--- src/rtl/xfer_seq_pkg.sv ---
package xfer_seq_pkg;

  typedef enum logic [3:0] {
    K_JEQ_S    = 4'd0,
    K_JNE_S    = 4'd1,
    K_JEQ_L    = 4'd2,
    K_JNE_L    = 4'd3,
    K_CALL_REG = 4'd4,
    K_CALL_S   = 4'd5,
    K_CALL_L   = 4'd6,
    K_CALLA_R  = 4'd7,
    K_CALLA_I7 = 4'd8,
    K_CALLA_L  = 4'd9,
    K_RET      = 4'd10,
    K_TRAP     = 4'd11,
    K_TRAPL    = 4'd12,
    K_RETI     = 4'd13,
    K_DBRK     = 4'd14,
    K_DRET     = 4'd15
  } xfer_kind_e;

  typedef enum logic [1:0] {
    ST_IDLE = 2'd0,
    ST_ACC0 = 2'd1,
    ST_ACC1 = 2'd2,
    ST_DONE = 2'd3
  } seq_state_e;

  function automatic logic [1:0] access_count(input xfer_kind_e k);
    logic [1:0] n;
    case (k)
      K_CALL_REG, K_CALL_S, K_CALL_L,
      K_CALLA_R, K_CALLA_I7, K_CALLA_L,
      K_RET, K_RETI:                      n = 2'd1;
      K_TRAP, K_TRAPL, K_DBRK, K_DRET:    n = 2'd2;
      default:                            n = 2'd0;
    endcase
    return n;
  endfunction

  function automatic logic is_call(input xfer_kind_e k);
    return (k == K_CALL_REG) || (k == K_CALL_S) || (k == K_CALL_L) ||
           (k == K_CALLA_R) || (k == K_CALLA_I7) || (k == K_CALLA_L);
  endfunction

endpackage

--- src/rtl/xfer_target.sv ---
module xfer_target
  import xfer_seq_pkg::*;
#(
  parameter int AW = 24
)(
  input  xfer_kind_e     kind,
  input  logic           delay,
  input  logic           wide,
  input  logic           zero,
  input  logic [AW-1:0]  operand,
  input  logic [AW-1:0]  pc,
  output logic [AW-1:0]  branch_pc,
  output logic [AW-1:0]  ret_addr
);
  localparam logic [AW-1:0] TWO  = AW'(2);
  localparam logic [AW-1:0] FOUR = AW'(4);

  logic [AW-1:0] pc2;
  logic [AW-1:0] disp_s7;
  logic [AW-1:0] disp_s10;
  logic [AW-1:0] disp_long;
  logic [AW-1:0] abs_i7;
  logic [AW-1:0] abs_long;
  logic          take_eq;
  logic          take_ne;

  assign pc2      = pc + TWO;
  assign disp_s7  = {{(AW-8){operand[6]}}, operand[6:0], 1'b0};
  assign disp_s10 = {{(AW-11){operand[9]}}, operand[9:0], 1'b0};
  assign abs_i7   = {{(AW-7){1'b0}}, operand[6:0]};
  assign take_eq  = zero;
  assign take_ne  = ~zero;

  // the 20-bit field is sign-extended for relative use, zero-extended for absolute use
  assign disp_long = wide ? operand : {{(AW-20){operand[19]}}, operand[19:0]};
  assign abs_long  = wide ? operand : {{(AW-20){1'b0}}, operand[19:0]};

  assign ret_addr = delay ? (pc + FOUR) : pc2;

  always_comb begin
    branch_pc = pc2;
    case (kind)
      K_JEQ_S:    if (take_eq) branch_pc = pc2 + disp_s7;
      K_JNE_S:    if (take_ne) branch_pc = pc2 + disp_s7;
      K_JEQ_L:    if (take_eq) branch_pc = pc2 + disp_long;
      K_JNE_L:    if (take_ne) branch_pc = pc2 + disp_long;
      K_CALL_REG: branch_pc = pc2 + operand;
      K_CALL_S:   branch_pc = pc2 + disp_s10;
      K_CALL_L:   branch_pc = pc2 + disp_long;
      K_CALLA_R:  branch_pc = operand;
      K_CALLA_I7: branch_pc = abs_i7;
      K_CALLA_L:  branch_pc = abs_long;
      default:    branch_pc = pc2;
    endcase
  end

endmodule

--- src/rtl/xfer_plan.sv ---
module xfer_plan
  import xfer_seq_pkg::*;
#(
  parameter int AW = 24,
  parameter int PSRW = 8,
  parameter logic [AW-1:0] DBG_BASE = AW'(24'hFFF800),
  localparam int DW = PSRW + AW
)(
  input  xfer_kind_e       kind,
  input  logic             step,
  input  logic [AW-1:0]    sp,
  input  logic [AW-1:0]    pc,
  input  logic [PSRW-1:0]  psr,
  input  logic [AW-1:0]    r0,
  input  logic [AW-1:0]    ttbr,
  input  logic [AW-1:0]    ret_addr,
  input  logic [4:0]       imm5,
  output logic             acc_write,
  output logic [AW-1:0]    acc_addr,
  output logic [DW-1:0]    acc_wdata
);
  localparam logic [AW-1:0] TWO  = AW'(2);
  localparam logic [AW-1:0] FOUR = AW'(4);

  logic [AW-1:0] push_addr;
  logic [AW-1:0] vec_addr;
  logic [DW-1:0] state_word;
  logic [DW-1:0] call_word;
  logic [DW-1:0] r0_word;

  assign push_addr  = sp - FOUR;
  assign vec_addr   = ttbr + {{(AW-7){1'b0}}, imm5, 2'b00};
  assign state_word = {psr, pc + TWO};
  assign call_word  = {{PSRW{1'b0}}, ret_addr};
  assign r0_word    = {{PSRW{1'b0}}, r0};

  always_comb begin
    acc_write = 1'b0;
    acc_addr  = sp;
    acc_wdata = '0;
    case (kind)
      K_CALL_REG, K_CALL_S, K_CALL_L,
      K_CALLA_R, K_CALLA_I7, K_CALLA_L: begin
        acc_write = 1'b1;
        acc_addr  = push_addr;
        acc_wdata = call_word;
      end
      K_RET, K_RETI: begin
        acc_addr = sp;
      end
      K_TRAP, K_TRAPL: begin
        if (!step) begin
          acc_write = 1'b1;
          acc_addr  = push_addr;
          acc_wdata = state_word;
        end else begin
          acc_addr  = vec_addr;
        end
      end
      K_DBRK: begin
        acc_write = 1'b1;
        acc_addr  = step ? (DBG_BASE + FOUR) : DBG_BASE;
        acc_wdata = step ? r0_word : state_word;
      end
      K_DRET: begin
        acc_addr = step ? (DBG_BASE + FOUR) : DBG_BASE;
      end
      default: begin
        acc_addr = sp;
      end
    endcase
  end

endmodule

--- src/rtl/xfer_result.sv ---
module xfer_result
  import xfer_seq_pkg::*;
#(
  parameter int AW = 24,
  parameter int PSRW = 8,
  parameter int IL_LSB = 5,
  parameter int ILW = 3,
  parameter logic [AW-1:0] DBG_VEC = AW'(24'hFFFC00),
  localparam int DW = PSRW + AW
)(
  input  xfer_kind_e       kind,
  input  logic [AW-1:0]    branch_pc,
  input  logic [AW-1:0]    sp,
  input  logic [PSRW-1:0]  psr,
  input  logic [AW-1:0]    r0,
  input  logic [ILW-1:0]   new_level,
  input  logic [DW-1:0]    word0,
  input  logic [AW-1:0]    word1_lo,
  output logic [AW-1:0]    nxt_pc,
  output logic [AW-1:0]    nxt_sp,
  output logic [PSRW-1:0]  nxt_psr,
  output logic [AW-1:0]    nxt_r0
);
  localparam logic [AW-1:0] FOUR = AW'(4);

  always_comb begin
    nxt_pc  = branch_pc;
    nxt_sp  = sp;
    nxt_psr = psr;
    nxt_r0  = r0;
    case (kind)
      K_CALL_REG, K_CALL_S, K_CALL_L,
      K_CALLA_R, K_CALLA_I7, K_CALLA_L: begin
        nxt_sp = sp - FOUR;
      end
      K_RET: begin
        nxt_pc = word0[AW-1:0];
        nxt_sp = sp + FOUR;
      end
      K_TRAP: begin
        nxt_pc = word1_lo;
        nxt_sp = sp - FOUR;
      end
      K_TRAPL: begin
        nxt_pc = word1_lo;
        nxt_sp = sp - FOUR;
        nxt_psr[IL_LSB +: ILW] = new_level;
      end
      K_RETI: begin
        nxt_psr = word0[DW-1:AW];
        nxt_pc  = word0[AW-1:0];
        nxt_sp  = sp + FOUR;
      end
      K_DBRK: begin
        nxt_pc = DBG_VEC;
      end
      K_DRET: begin
        nxt_psr = word0[DW-1:AW];
        nxt_pc  = word0[AW-1:0];
        nxt_r0  = word1_lo;
      end
      default: begin
        nxt_pc = branch_pc;
      end
    endcase
  end

endmodule

--- src/rtl/xfer_seq.sv ---
module xfer_seq
  import xfer_seq_pkg::*;
#(
  parameter int AW = 24,
  parameter int PSRW = 8,
  parameter int IL_LSB = 5,
  parameter int ILW = 3,
  parameter logic [AW-1:0] DBG_BASE = AW'(24'hFFF800),
  parameter logic [AW-1:0] DBG_VEC  = AW'(24'hFFFC00),
  localparam int DW = PSRW + AW
)(
  input  logic             clk,
  input  logic             rst_n,
  input  logic             in_valid,
  output logic             in_ready,
  input  logic [3:0]       in_kind,
  input  logic             in_delay,
  input  logic             in_wide,
  input  logic             in_zero,
  input  logic [AW-1:0]    in_operand,
  input  logic [AW-1:0]    in_pc,
  input  logic [AW-1:0]    in_sp,
  input  logic [PSRW-1:0]  in_psr,
  input  logic [AW-1:0]    in_r0,
  input  logic [AW-1:0]    in_ttbr,
  output logic             mem_valid,
  input  logic             mem_ready,
  output logic             mem_write,
  output logic [AW-1:0]    mem_addr,
  output logic [DW-1:0]    mem_wdata,
  input  logic [DW-1:0]    mem_rdata,
  output logic             out_valid,
  input  logic             out_ready,
  output logic [AW-1:0]    out_pc,
  output logic [AW-1:0]    out_sp,
  output logic [PSRW-1:0]  out_psr,
  output logic [AW-1:0]    out_r0
);
  localparam logic [AW-1:0] FOUR = AW'(4);
  localparam int IMM3_LSB = 5;

  seq_state_e      state_q;
  xfer_kind_e      kind_in;
  xfer_kind_e      kind_q;
  logic            delay_q, wide_q, zero_q;
  logic [AW-1:0]   opnd_q, pc_q, sp_q, r0_q, ttbr_q;
  logic [PSRW-1:0] psr_q;
  logic [DW-1:0]   word0_q, word1_q;
  logic [AW-1:0]   branch_pc, ret_addr;
  logic            accept;
  logic            mem_fire;

  assign kind_in   = xfer_kind_e'(in_kind);
  assign in_ready  = (state_q == ST_IDLE);
  assign accept    = in_valid && in_ready;
  assign mem_valid = (state_q == ST_ACC0) || (state_q == ST_ACC1);
  assign mem_fire  = mem_valid && mem_ready;
  assign out_valid = (state_q == ST_DONE);

  // sequencing of instruction, memory and result phases
  always_ff @(posedge clk or negedge rst_n) begin
    if (!rst_n) begin
      state_q <= ST_IDLE;
    end else begin
      case (state_q)
        ST_IDLE: if (in_valid)
                   state_q <= (access_count(kind_in) == 2'd0) ? ST_DONE : ST_ACC0;
        ST_ACC0: if (mem_ready)
                   state_q <= (access_count(kind_q) == 2'd2) ? ST_ACC1 : ST_DONE;
        ST_ACC1: if (mem_ready) state_q <= ST_DONE;
        ST_DONE: if (out_ready) state_q <= ST_IDLE;
        default: state_q <= ST_IDLE;
      endcase
    end
  end

  // operand capture at acceptance
  always_ff @(posedge clk or negedge rst_n) begin
    if (!rst_n) begin
      kind_q  <= K_JEQ_S;
      delay_q <= 1'b0;
      wide_q  <= 1'b0;
      zero_q  <= 1'b0;
      opnd_q  <= '0;
      pc_q    <= '0;
      sp_q    <= '0;
      psr_q   <= '0;
      r0_q    <= '0;
      ttbr_q  <= '0;
    end else if (accept) begin
      kind_q  <= kind_in;
      delay_q <= in_delay;
      wide_q  <= in_wide;
      zero_q  <= in_zero;
      opnd_q  <= in_operand;
      pc_q    <= in_pc;
      sp_q    <= in_sp;
      psr_q   <= in_psr;
      r0_q    <= in_r0;
      ttbr_q  <= in_ttbr;
    end
  end

  // read data capture, one word per access slot
  always_ff @(posedge clk or negedge rst_n) begin
    if (!rst_n) begin
      word0_q <= '0;
      word1_q <= '0;
    end else if (mem_fire) begin
      if (state_q == ST_ACC0) word0_q <= mem_rdata;
      else                    word1_q <= mem_rdata;
    end
  end

  xfer_target #(.AW(AW)) u_target (
    .kind      (kind_q),
    .delay     (delay_q),
    .wide      (wide_q),
    .zero      (zero_q),
    .operand   (opnd_q),
    .pc        (pc_q),
    .branch_pc (branch_pc),
    .ret_addr  (ret_addr)
  );

  xfer_plan #(.AW(AW), .PSRW(PSRW), .DBG_BASE(DBG_BASE)) u_plan (
    .kind      (kind_q),
    .step      (state_q == ST_ACC1),
    .sp        (sp_q),
    .pc        (pc_q),
    .psr       (psr_q),
    .r0        (r0_q),
    .ttbr      (ttbr_q),
    .ret_addr  (ret_addr),
    .imm5      (opnd_q[4:0]),
    .acc_write (mem_write),
    .acc_addr  (mem_addr),
    .acc_wdata (mem_wdata)
  );

  xfer_result #(.AW(AW), .PSRW(PSRW), .IL_LSB(IL_LSB), .ILW(ILW), .DBG_VEC(DBG_VEC)) u_result (
    .kind      (kind_q),
    .branch_pc (branch_pc),
    .sp        (sp_q),
    .psr       (psr_q),
    .r0        (r0_q),
    .new_level (opnd_q[IMM3_LSB +: ILW]),
    .word0     (word0_q),
    .word1_lo  (word1_q[AW-1:0]),
    .nxt_pc    (out_pc),
    .nxt_sp    (out_sp),
    .nxt_psr   (out_psr),
    .nxt_r0    (out_r0)
  );


  accept_busy_chk: assert property (@(posedge clk) disable iff (!rst_n)
    accept |=> !in_ready);


  out_hold_chk: assert property (@(posedge clk) disable iff (!rst_n)
    out_valid && !out_ready |=> out_valid && $stable(out_pc) && $stable(out_sp));


  mem_hold_chk: assert property (@(posedge clk) disable iff (!rst_n)
    mem_valid && !mem_ready |=> mem_valid && $stable(mem_addr) &&
                                $stable(mem_wdata) && $stable(mem_write));


  mem_phase_chk: assert property (@(posedge clk) disable iff (!rst_n)
    mem_valid |-> !in_ready && !out_valid);


  jump_nomem_chk: assert property (@(posedge clk) disable iff (!rst_n)
    mem_valid |-> access_count(kind_q) != 2'd0);


  call_sp_chk: assert property (@(posedge clk) disable iff (!rst_n)
    out_valid && is_call(kind_q) |-> out_sp == sp_q - FOUR);


  dbrk_vec_chk: assert property (@(posedge clk) disable iff (!rst_n)
    out_valid && kind_q == K_DBRK |-> out_pc == DBG_VEC && out_sp == sp_q);


  sp_step_chk: assert property (@(posedge clk) disable iff (!rst_n)
    out_valid |-> (out_sp == sp_q) || (out_sp == sp_q - FOUR) || (out_sp == sp_q + FOUR));

endmodule

--- config.mk ---
export PLATFORM = sky130hd
export DESIGN_NAME = xfer_seq
export DESIGN_NICKNAME = d
export VERILOG_FILES = /design/src/rtl/xfer_seq_pkg.sv /design/src/rtl/xfer_target.sv /design/src/rtl/xfer_plan.sv /design/src/rtl/xfer_result.sv /design/src/rtl/xfer_seq.sv
export SDC_FILE = /design/constraint.sdc
export NUM_CORES = 1
export LEC_CHECK = 0
export BUFFER_PORTS_ARGS = -buffer_cell sky130_fd_sc_hd__buf_4
export CELL_PAD_IN_SITES_DETAIL_PLACEMENT = 0
export CELL_PAD_IN_SITES_GLOBAL_PLACEMENT = 2
export CORE_UTILIZATION = 35
export DETAILED_ROUTE_END_ITERATION = 10
export MAX_ROUTING_LAYER = met4
export PLACE_DENSITY = 0.81
export SLEW_MARGIN = 0
export SYNTH_ARGS = -nofsm -noshare
export SYNTH_HDL_FRONTEND = slang
export SYNTH_SLANG_ARGS = --single-unit
--- constraint.sdc ---
create_clock -name clk -period 6 [get_ports clk]
set_clock_uncertainty 0.15 [all_clocks]
set_input_delay 0.9 -clock clk [delete_from_list [all_inputs] [get_ports clk]]
set_output_delay 0.9 -clock clk [all_outputs]
set_load 0.02 [all_outputs]
==> impl_metrics.yaml <==
clocking:
  ctsRootBufferMaster: "sky130_fd_sc_hd__clkbuf_16"
  cts.hold.buffers_added: 0
  htree_levels: 4
  cts_tree: "done"
  numClockSinks: 193
  worst_setup_hold_path_clk_slew_ps: 80
  clkLatencyLatePin_ps: 500
  inserted_clock_buffers: 17
  cts_max_path_buffers: 2
die:
  design.core.area_um2: 44510
  top_level_ports: 312
  die_h_um: 215.1
  floorplan.initialDensity_pct: 35.71
  dieArea_um2: 46270
  die_x_um: 215.1
  fp-row-count: 77
timing:
  post-route-period-util_pct: 97.37
  relSlewSlack_pct: 25.41
  report.final.setup_viol: 0
  fin_crit_period_ps: 5842
  fmaxAchievable_ghz: 0.1712
  timing.final.hold_violations: 0
  timing_max_transition_violations_final: 0
  worstMarginPinSlew_ps: 1111
logic_synthesis:
  mappedNetlistArea_um2: 15900
  count_of_warnings_emitted_by_yosys: 0
  yosys_most_used_dff: "sky130_fd_sc_hd__dfrtp_1"
  average_size_of_a_mapped_cell_um2: 9.119
  yosysSeqAreaShare_pct: 30.38
  postSynthCellCount: 1743
  synth_area_leader_cell: "sky130_fd_sc_hd__dfrtp_1"
  synth_nets: 1999
  synth.top_cells.by_area: "sky130_fd_sc_hd__dfrtp_1 (30%), sky130_fd_sc_hd__mux2_2 (16%), sky130_fd_sc_hd__ha_1 (6.4%)"
  synth_top_area_share_pct: 30.38
  synth_edf_count: 0
  postSynthRegisterBits: 193
  synth.distinct_cells: 79
  async_flop_share_pct: 100.0
cells_and_area:
  num-fill-cells: 4435
  final_cell_area_um2: 19690
  drive_gt1_share_pct: 32.51
  synthToLayoutAreaGrowth_pct: 23.89
  layout_common_cells: "sky130_fd_sc_hd__buf_4 (356), sky130_fd_sc_hd__mux2_2 (224), sky130_fd_sc_hd__dfrtp_1 (189)"
  multi_input_comb_area_um2: 10590
  layout.cells.most_common: "sky130_fd_sc_hd__buf_4"
  area.sequential_um2: 4835
  final_net_count: 2270
  final_cell_count_no_fill: 2620
worst_setup_path:
  startpoint_type_of_the_worst_setup_path: "flip-flop"
  worst_r2r_startpoint: "state_q[0]"
  data_arrival_critical_path_ps: 4790
  reg2reg_depth: 5
  criticalPathCategory: "flip-flop to primary output"
  cp_max_fo: 7
  worst_setup_path_end_kind: "primary output"
  crit_required_ps: 4950
  critPathLaunch: "pc_q[2]"
placement:
  dpl.cell_count: 2587
  dp_hpwl_um: 50250
  dpl-instance-area_um2: 18980
  gp_routability_congestion: 0.9643
  placement.io_buffers: 311
drt:
  avgRoutedWirePerCell_um: 24.97
  route.antenna.remaining_nets: 0
  detail_route.vias_per_cell: 5.839
  met3_length_um: 3454
  dr_wl_met2_um: 29860
  firstDrtPassIters: 6
  drc: 0
  wirelength_met1_um: 30410
  drt_first_iter_violations: 1237
  totalWireLength_um: 65420
  routed.top_layer: "met4"
  dr_total_vias: 15298
worst_hold_path:
  hold_class: "primary input to async pin"
run_status:
  run_status: "finished, final reports clean"
global_route:
  gr-usage-all-layers_pct: 29.10
  globalRoute.totalOverflow: 0
  antenna_found_initial: 1
  via_count_of_the_first_global_routing_pass: 15029
  grt_max_degree: 150
  first_pass_grt_wire_length_um: 97290
run:
  max_cap_viol_count: 0
worst max-delay path, cell delays in order, from the launching register on:
cell and delay [ps]:
sky130_fd_sc_hd__dfrtp_2 430, sky130_fd_sc_hd__ha_1 240, sky130_fd_sc_hd__nand3_2 160, sky130_fd_sc_hd__or2_2 390, sky130_fd_sc_hd__nor3_1 250, sky130_fd_sc_hd__xor2_1 110, sky130_fd_sc_hd__buf_4 190, sky130_fd_sc_hd__ha_1 340
sky130_fd_sc_hd__and3_1 260, sky130_fd_sc_hd__and3_1 270, sky130_fd_sc_hd__nand4_1 290, sky130_fd_sc_hd__a21oi_1 230, sky130_fd_sc_hd__o21ai_0 150, sky130_fd_sc_hd__buf_4 190, sky130_fd_sc_hd__and4_1 190, sky130_fd_sc_hd__a211oi_1 230
sky130_fd_sc_hd__a31oi_1 170, sky130_fd_sc_hd__buf_4 190
registers in the layout, summed over array words and instances, names as in the netlist:
name / count
psr_q: 8
ttbr_q: 24
pc_q: 24
sp_q: 24
word1_q: 24
zero_q: 1
delay_q: 1
word0_q: 32
r0_q: 24
kind_q: 4
wide_q: 1
state_q: 2
opnd_q: 24
metal layers:
metal / up-vias / global-route usage, %
met2: 552 / 44.36
met4: 0 / 9.787
met3: 71 / 4.062
li1: 7054 / -
met1: 7621 / 39.51
met5: - / -
cells in the mapped netlist (10+ instances only):
library cell and count:
sky130_fd_sc_hd__a211oi_1 10, sky130_fd_sc_hd__a21o_1 20, sky130_fd_sc_hd__a21oi_1 120, sky130_fd_sc_hd__a221o_1 17, sky130_fd_sc_hd__a221oi_1 19, sky130_fd_sc_hd__a22oi_1 35, sky130_fd_sc_hd__a31oi_1 15, sky130_fd_sc_hd__and2_1 22
sky130_fd_sc_hd__and3_1 24, sky130_fd_sc_hd__buf_2 15, sky130_fd_sc_hd__clkbuf_1 85, sky130_fd_sc_hd__dfrtp_1 193, sky130_fd_sc_hd__ha_1 81, sky130_fd_sc_hd__inv_1 39, sky130_fd_sc_hd__mux2_2 224, sky130_fd_sc_hd__mux2i_1 12
sky130_fd_sc_hd__nand2_1 124, sky130_fd_sc_hd__nand2b_1 21, sky130_fd_sc_hd__nand3_1 44, sky130_fd_sc_hd__nand4_1 22, sky130_fd_sc_hd__nor2_1 101, sky130_fd_sc_hd__nor2b_1 17, sky130_fd_sc_hd__nor3_1 44, sky130_fd_sc_hd__o211ai_1 15
sky130_fd_sc_hd__o21a_1 15, sky130_fd_sc_hd__o21ai_0 94, sky130_fd_sc_hd__o21bai_1 11, sky130_fd_sc_hd__o221ai_1 19, sky130_fd_sc_hd__o22ai_1 11, sky130_fd_sc_hd__or3_1 16, sky130_fd_sc_hd__xnor2_1 70, sky130_fd_sc_hd__xor2_1 52
worst paths after layout:
kind                       slack [ps]           to
setup / recovery                  160   out_pc[23]
hold / removal                    160   opnd_q[19]
setup reg to reg                 3690     pc_q[13]
hold reg to reg                   360  word0_q[25]
max in group asynchronous        4200      pc_q[2]
min in group clk                  360  word0_q[25]
through the flow:
step / utilization [%] / hold WS, ps / setup TNS, ps / setup WS [ps]
CTS: 44.06 / 148.0 / 0 / 2.998
global placement: 42.64 / 332.9 / 0 / 535.9
global route: 44.24 / 198.5 / -0.006217 / -0.006217
finish: 44.24 / 164.9 / 0 / 157.7
detailed placement: 42.64 / 340.2 / 0 / 536.9
floorplan: - / 323.7 / 0 / 1200
cell families (layout without fill, tap and decap cells):
family,count (synthesis),after routing,synth area share (%)
fa+ha+maj,84,84,6.754
other cells,0,1,0
buf+inv,147,431,3.637
flops,193,193,30.38
compound gates,474,474,20.00
mux,236,236,16.62
simple gates,486,486,15.73
xor+xnor,123,123,6.872
final cells by class:
cell class | count | share of cell area (%)
diodes | 1 | 0.01271
flip-flops and latches | 193 | 24.55
well taps | 592 | 3.761
inverters | 39 | 0.7434
clock inverters | 13 | 0.9530
repair buffers | 360 | 13.95
clock buffers | 19 | 2.249
multi-input cells | 1403 | 53.78
what timing repair did:
action / CTS / global route
pin swaps: 0 / 0
setup buffers: 0 / 0
setup endpoints to repair: 1 / 7
gates resized for setup: 1 / 18
Power is not shown: default switching activity piles up to over one toggle a cycle in this logic, so the estimate is an artifact.
